**src/rtl/irqv_pkg.sv**
```systemverilog
package irqv_pkg;

   // Event bit positions inside the status and mask words.
   localparam int EV_ARB_LOST  = 0;
   localparam int EV_NO_ACK    = 1;
   localparam int EV_ACC_RDY   = 2;
   localparam int EV_RX_RDY    = 3;
   localparam int EV_TX_RDY    = 4;
   localparam int EV_STOP_SEEN = 5;
   localparam int EV_ADDR_HIT  = 6;

   // Register byte offsets (32-bit stride).
   localparam int OFS_MASK = 'h04;
   localparam int OFS_STAT = 'h08;
   localparam int OFS_VEC  = 'h28;

   typedef enum logic [1:0] {
      SEL_NONE = 2'd0,
      SEL_MASK = 2'd1,
      SEL_STAT = 2'd2,
      SEL_VEC  = 2'd3
   } reg_sel_e;

endpackage

```
**src/rtl/irqv_prio_pick.sv**
```systemverilog
// Picks one pending enabled event. With LOW_FIRST the lowest index wins;
// otherwise the highest index wins. Produces a one-hot grant and its code.
module irqv_prio_pick #(
   parameter int EVT_N     = 7,
   parameter int CODE_W    = 3,
   parameter bit LOW_FIRST = 1'b1
) (
   input  logic [EVT_N-1:0]  pend,
   output logic [EVT_N-1:0]  grant,
   output logic [CODE_W-1:0] code
);

   logic [EVT_N-1:0] pend_ord;
   logic [EVT_N-1:0] grant_ord;
   logic [EVT_N-1:0] seen;

   // Reorder the requests so that the priority chain always scans from index 0.
   for (genvar i = 0; i < EVT_N; i++) begin : g_ord
      localparam int J = LOW_FIRST ? i : (EVT_N - 1 - i);
      assign pend_ord[i] = pend[J];
      assign grant[J]    = grant_ord[i];
   end

   assign seen[0] = 1'b0;
   for (genvar i = 1; i < EVT_N; i++) begin : g_seen
      assign seen[i] = seen[i-1] | pend_ord[i-1];
   end

   assign grant_ord = pend_ord & ~seen;

   always_comb begin
      code = '0;
      for (int i = 0; i < EVT_N; i++) begin
         if (grant[i]) code = code | CODE_W'(i + 1);
      end
   end

endmodule

```
**src/rtl/irqv_status_bank.sv**
```systemverilog
// Sticky event flags. A set pulse has priority over both clear sources.
module irqv_status_bank #(
   parameter int EVT_N         = 7,
   parameter bit CLEAR_ON_READ = 1'b1
) (
   input  logic             clk,
   input  logic             rst_n,
   input  logic [EVT_N-1:0] set_bits,
   input  logic [EVT_N-1:0] w1c_bits,
   input  logic [EVT_N-1:0] grant,
   input  logic             vec_rd,
   output logic [EVT_N-1:0] flags
);

   logic [EVT_N-1:0] rd_clr;

   if (CLEAR_ON_READ) begin : g_rdclr
      assign rd_clr = vec_rd ? grant : '0;
   end else begin : g_nordclr
      logic unused_rd;
      assign unused_rd = vec_rd ^ (^grant);
      assign rd_clr = '0;
   end

   for (genvar i = 0; i < EVT_N; i++) begin : g_cell
      always_ff @(posedge clk or negedge rst_n) begin
         if (!rst_n)                       flags[i] <= 1'b0;
         else if (set_bits[i])             flags[i] <= 1'b1;
         else if (w1c_bits[i] | rd_clr[i]) flags[i] <= 1'b0;
      end
   end

endmodule

```
**src/rtl/irqv_regport.sv**
```systemverilog
// Address decode, mask register and registered read data.
module irqv_regport
   import irqv_pkg::*;
#(
   parameter int ADDR_W = 8,
   parameter int DATA_W = 16,
   parameter int EVT_N  = 7,
   parameter int CODE_W = 3
) (
   input  logic              clk,
   input  logic              rst_n,
   input  logic              wr_en,
   input  logic              rd_en,
   input  logic [ADDR_W-1:0] addr,
   input  logic [DATA_W-1:0] wdata,
   input  logic [DATA_W-1:0] status_word,
   input  logic [CODE_W-1:0] vec_code,
   output logic [EVT_N-1:0]  mask_q,
   output logic [EVT_N-1:0]  w1c_bits,
   output logic              vec_rd,
   output logic [DATA_W-1:0] rdata_q
);

   localparam logic [ADDR_W-1:0] A_MASK = ADDR_W'(OFS_MASK);
   localparam logic [ADDR_W-1:0] A_STAT = ADDR_W'(OFS_STAT);
   localparam logic [ADDR_W-1:0] A_VEC  = ADDR_W'(OFS_VEC);

   reg_sel_e          sel;
   logic [DATA_W-1:0] rd_mux;
   logic              unused_hi;

   assign unused_hi = ^wdata[DATA_W-1:EVT_N];

   always_comb begin
      case (addr)
         A_MASK:  sel = SEL_MASK;
         A_STAT:  sel = SEL_STAT;
         A_VEC:   sel = SEL_VEC;
         default: sel = SEL_NONE;
      endcase
   end

   always_ff @(posedge clk or negedge rst_n) begin
      if (!rst_n)                           mask_q <= '0;
      else if (wr_en && (sel == SEL_MASK))  mask_q <= wdata[EVT_N-1:0];
   end

   assign w1c_bits = (wr_en && (sel == SEL_STAT)) ? wdata[EVT_N-1:0] : '0;
   assign vec_rd   = rd_en && (sel == SEL_VEC);

   always_comb begin
      case (sel)
         SEL_MASK: rd_mux = DATA_W'(mask_q);
         SEL_STAT: rd_mux = status_word;
         SEL_VEC:  rd_mux = DATA_W'(vec_code);
         default:  rd_mux = '0;
      endcase
   end

   always_ff @(posedge clk or negedge rst_n) begin
      if (!rst_n)     rdata_q <= '0;
      else if (rd_en) rdata_q <= rd_mux;
   end

endmodule

```
**src/rtl/irqv_unit.sv**
```systemverilog
module irqv_unit #(
   parameter int ADDR_W        = 8,
   parameter int DATA_W        = 16,
   parameter int EVT_N         = 7,
   parameter int CODE_W        = 3,
   parameter int FULL_BIT      = 11,
   parameter int BUSY_BIT      = 12,
   parameter bit LOW_FIRST     = 1'b1,
   parameter bit CLEAR_ON_READ = 1'b1
) (
   input  logic              clk,
   input  logic              rst_n,
   input  logic [EVT_N-1:0]  evt_pulse,
   input  logic              rx_full,
   input  logic              bus_busy,
   input  logic              wr_en,
   input  logic              rd_en,
   input  logic [ADDR_W-1:0] addr,
   input  logic [DATA_W-1:0] wdata,
   output logic [DATA_W-1:0] rdata,
   output logic              irq,
   output logic [DATA_W-1:0] status_o,
   output logic [EVT_N-1:0]  mask_o,
   output logic [CODE_W-1:0] vector_o
);

   // Elaboration-time parameter checks.
   if ((1 << CODE_W) <= EVT_N) begin : g_bad_code
      $error("CODE_W too narrow for EVT_N event codes");
   end
   if (EVT_N > FULL_BIT || EVT_N > BUSY_BIT) begin : g_bad_evt
      $error("live flag bits overlap the event bits");
   end
   if (FULL_BIT == BUSY_BIT) begin : g_bad_live
      $error("FULL_BIT and BUSY_BIT must differ");
   end
   if (FULL_BIT >= DATA_W || BUSY_BIT >= DATA_W) begin : g_bad_data
      $error("live flag bits outside the data word");
   end
   if (EVT_N < 1) begin : g_bad_n
      $error("EVT_N must be at least 1");
   end

   logic [EVT_N-1:0]  flags;
   logic [EVT_N-1:0]  pend;
   logic [EVT_N-1:0]  grant;
   logic [EVT_N-1:0]  w1c_bits;
   logic [CODE_W-1:0] code;
   logic              vec_rd;
   logic [DATA_W-1:0] word;

   irqv_status_bank #(
      .EVT_N         (EVT_N),
      .CLEAR_ON_READ (CLEAR_ON_READ)
   ) u_bank (
      .clk      (clk),
      .rst_n    (rst_n),
      .set_bits (evt_pulse),
      .w1c_bits (w1c_bits),
      .grant    (grant),
      .vec_rd   (vec_rd),
      .flags    (flags)
   );

   assign pend = flags & mask_o;

   irqv_prio_pick #(
      .EVT_N     (EVT_N),
      .CODE_W    (CODE_W),
      .LOW_FIRST (LOW_FIRST)
   ) u_pick (
      .pend  (pend),
      .grant (grant),
      .code  (code)
   );

   // Compose the readable status word: events low, two live flags above.
   for (genvar b = 0; b < DATA_W; b++) begin : g_word
      if (b < EVT_N) begin : g_evt
         assign word[b] = flags[b];
      end else if (b == FULL_BIT) begin : g_full
         assign word[b] = rx_full;
      end else if (b == BUSY_BIT) begin : g_busy
         assign word[b] = bus_busy;
      end else begin : g_zero
         assign word[b] = 1'b0;
      end
   end

   irqv_regport #(
      .ADDR_W (ADDR_W),
      .DATA_W (DATA_W),
      .EVT_N  (EVT_N),
      .CODE_W (CODE_W)
   ) u_port (
      .clk         (clk),
      .rst_n       (rst_n),
      .wr_en       (wr_en),
      .rd_en       (rd_en),
      .addr        (addr),
      .wdata       (wdata),
      .status_word (word),
      .vec_code    (code),
      .mask_q      (mask_o),
      .w1c_bits    (w1c_bits),
      .vec_rd      (vec_rd),
      .rdata_q     (rdata)
   );

   assign irq      = |pend;
   assign status_o = word;
   assign vector_o = code;

endmodule

```
**config.mk**
```make
export PLATFORM = sky130hd
export DESIGN_NAME = irqv_unit
export DESIGN_NICKNAME = d
export VERILOG_FILES = /design/src/rtl/irqv_pkg.sv /design/src/rtl/irqv_prio_pick.sv /design/src/rtl/irqv_status_bank.sv /design/src/rtl/irqv_regport.sv /design/src/rtl/irqv_unit.sv
export SDC_FILE = /design/constraint.sdc
export NUM_CORES = 1
export LEC_CHECK = 0
export ABC_AREA = 1
export BUFFER_PORTS_ARGS = -buffer_cell sky130_fd_sc_hd__buf_2
export CELL_PAD_IN_SITES_DETAIL_PLACEMENT = 0
export CELL_PAD_IN_SITES_GLOBAL_PLACEMENT = 2
export CORE_UTILIZATION = 24
export DETAILED_ROUTE_END_ITERATION = 10
export PLACE_DENSITY_LB_ADDON = 0.2
export SLEW_MARGIN = 20
export SYNTH_ARGS = -nofsm -noshare
export SYNTH_HDL_FRONTEND = slang
export SYNTH_SLANG_ARGS = --single-unit
```
**constraint.sdc**
```tcl
create_clock -name clk -period 2.3 [get_ports clk]
set_clock_uncertainty 0.1 [all_clocks]
set_input_delay 0.115 -clock clk [delete_from_list [all_inputs] [get_ports clk]]
set_output_delay 0.115 -clock clk [all_outputs]
set_load 0.005 [all_outputs]
```
==> summary.md <==
| Metric | Value |
|---|---|
| Synth top area share | just over 40% |
| Met2 Wirelength | 1848 um |
| Chip Width | slightly below 80 um |
| Critical Path Start | u_bank.flags[0]$_DFFE_PN0P_ |
| Post-route cell area | around 0.0019 sq mm |
| Layout fillers | 665 |
| Outcome | complete, no violations |
| Cell count after synthesis | 189 |
| Register bit total from synthesis | 23 |
| Setup CP Type | flop to output pin |
| Grt ovf | 0 |
| VDD IR-drop max | 166.1 uV |
| Commonest non-fill, non-tap cell in the layout | nand2_1 |
| Total power draw | 0.0007993 W |
| Number of global-route vias before repair | 1331 |
| CTS Root Cell | clkbuf_8 |
| Final period utilization | between 70% and 80% |
| Core Area | 0.005608 sq mm |
| Syn avg cell area | 7.501 sq um |
| Sequential fraction of design power | between 50 and 60% |
| Sw frac | 25.91% |
| PD cells | 430.2 mW/mm^2 |
| Final setup vio count | 0 |
| Crit-path cells | nand2_1 -> nand2_1 -> nor2_2 -> nand4_1 -> nand3_1 -> buf_2 |
| Worst reg-to-reg path cell count | 9 |
| WHS Path Cells | 3 |
| Vias/cell | 4.122 |
| DRT Pass-1 Iters | 4 |
| Clock Latency Late Sink | ~0.27 ns |
| Metal1 wirelength | 1864 um |
| Critical path's top delay family | simple AND/OR/NAND/NOR gates |
| Drt wl/cell | 12.02 um |
| Hold WS | between 0.005 and 0.006 ns |
| Critical path required time | 2.09 ns |
| Port buffer count | 56 |
| Initial antenna violation count | 0 |
| Most frequent cells in the layout | nand2_1, buf_2, nor2_1 |
| Routed Wire Length | slightly below 4000 um |
| Setup crit start kind | flop |
| RSZ-0062 raised after global routing | no |
| Dpl ws | roughly 0.78 ns |
| Crit end category | output pin |
| Sum Neg Setup Slack | 0 ns |
| Largest area contributor in the netlist | dfrtp_1 |
| Worst Tran Pin Value | 0.5429 ns |
| Reg area | roughly 580 sq um |
| # clock sinks | 23 |
| Max Freq | 570.9 MHz |
| H-tree depth | 1 |
| NetSw | just over 0.0002 W |
| Worst path max stage delay | around 0.42 ns |
| Clock power share | 32.1% |
| CTS tree | built |
| Share of layout cells above drive strength 1 | 28.24% |
| Distinct cells, synth | 25 |
| Critical path depth in cells | 6 |
| P_int | 0.0005922 W |
| Area of the multi-input gates | 698.2 sq um |
| Detailed-route DRC error count | 0 |
| TritonCTS Buffers | 3 |
| Critical path buffer and inverter count | 1 |
| Ys Warns | 0 |
| Wire length on met3 | 174 um |
| Seq/Total Area, Yosys | roughly 41% |
| RD Place Congestion | around 0.74 |
| Largest net degree at the start of global routing | 24 |
| Worst path slowest cell | dfrtp_1 |
| Max_cap viols | 0 |
| Worst r2r src | u_bank.flags[0]$_DFFE_PN0P_ |
| Rows | 27 |
| Crit path DAT | 1.54 ns |
| Clock transition at path regs | 0.09 ns |
| Hold_sp | wdata[3] |
| Min-delay worst type | input port to flop |
| Antenna cell count | 0 |
| DR top layer | met4 |
| # IOs | 80 |
| Crit path top cell by count | nand2_1 |
| Fin. max-slew vios | 0 |
| Clk buf depth | 2 |
| Synth Cell Area | around 0.0014 sq mm |
| Area growth syn-to-layout | 31.07% |
| Via count | between 1000 and 1500 |
| Max FO, Critical Path | 4 |
| Initial DRC Count | 32 |
| Die Area | 0.006218 sq mm |
| Post-DP Area | 0.001713 sq mm |
| Combinational power share | 15.0% |
| Post-DRT Antenna Nets | 0 |
| Max-slew headroom | approximately 64% |
| Min Tclk post-route | 1.752 ns |
| Die height | 78.86 um |
| Overall routing resource usage | 13.59% |
| Final hold vios | 0 |
| Worst Slack Setup Final | 0.5484 ns |
| Area contributors post-synth | dfrtp_1, nand2_1, buf_4, nor2_1, inv_1 |
| Nets | 293 |
| Leakage | approximately 1.1 nW |
| First-pass GRT wire length | 6458 um |
| Initial Utilization | about a quarter |
| Dpl hpwl | 3077 um |
## through the flow
step | std cells | util [%]
after global routing | 327 | 33.13
after floorplan | 202 | -
after CTS | 327 | 33.13
after detailed placement | 313 | 30.54
final | 327 | 33.13
after global placement | 313 | 30.54
## registers in the layout, summed over array words and instances (netlist names)
name,cells
u_bank.flags,7
u_port.mask_q,7
u_port.rdata_q,9
## synth_stat cells
library cell	instances
nor2_1	25
nand3b_1	1
clkinv_4	1
dfrtp_1	23
nor3b_1	1
conb_1	1
or2_4	1
nand4_4	1
nor2_8	1
a21oi_1	7
nand2_4	1
nand2_1	60
o21bai_1	6
a31oi_1	4
inv_2	2
o21ai_0	3
inv_1	14
nand2_2	1
buf_4	16
nand4_1	3
a41oi_1	1
nand3_1	10
clkbuf_1	1
nor2_4	3
nor2_2	2
## routing by layer
metal  GRT usage [%]  vias up
li1                -      700
met2           22.70       43
met5               0        -
met4           4.909        0
met1           18.01      601
met3           1.609        4
## power by group through the flow
| stage | clock network, W | registers, W | logic (W) |
|---|---|---|---|
| 6_report | 0.000256 | 0.000423 | 0.000120 |
| 5_1_grt | 0.000283 | 0.000426 | 0.000136 |
| 4_1_cts | 0.000270 | 0.000424 | 0.000123 |
| 3_5_place_dp | 0 | 0.000432 | 0.000109 |
| 3_3_place_gp | 0 | 0.000432 | 0.000109 |
| 2_1_floorplan | 0 | 0.000432 | 0.0000666 |
## final timing paths
| kind | endpoint | slack (ns) |
|---|---|---|
| max | vector_o[0] | 0.55 |
| min | u_port.mask_q[3]$_DFFE_PN0P_ | 0.005 |
| max reg2reg | u_port.rdata_q[0]$_DFFE_PN0P_ | 0.78 |
| min reg2reg | u_port.rdata_q[0]$_DFFE_PN0P_ | 0.39 |
| max in group asynchronous | u_port.rdata_q[0]$_DFFE_PN0P_ | 1.47 |
| min in group asynchronous | u_bank.flags[3]$_DFFE_PN0P_ | 0.26 |
## repair_timing
action                    4_1_cts  5_1_grt
setup buffers                   0        0
hold endpoints to repair       32        0
hold buffers                   10        0
resized for setup               0        0
## logic make-up after synthesis
kind of cell | after synthesis | share of synthesized area, %
compound gates | 21 | 9.090
buf+inv | 34 | 13.59
flops | 23 | 40.60
other cells | 1 | 0.2645
simple gates | 110 | 36.45
## layout make-up
type                       instances  share of cell area (%)
clock buffer                       4                   2.424
sequential                        23                   30.98
inverter                          17                   3.704
tap                               72                   4.848
multi-input combinational        145                   37.58
timing repair buffer              66                   20.47
## tightest hold or removal path: stages
cell	delay [ns]
buf_2	0.09
nand3_1	0.07
nand2_1	0.06
No activity file was read; power rests on OpenSTA's default activity.
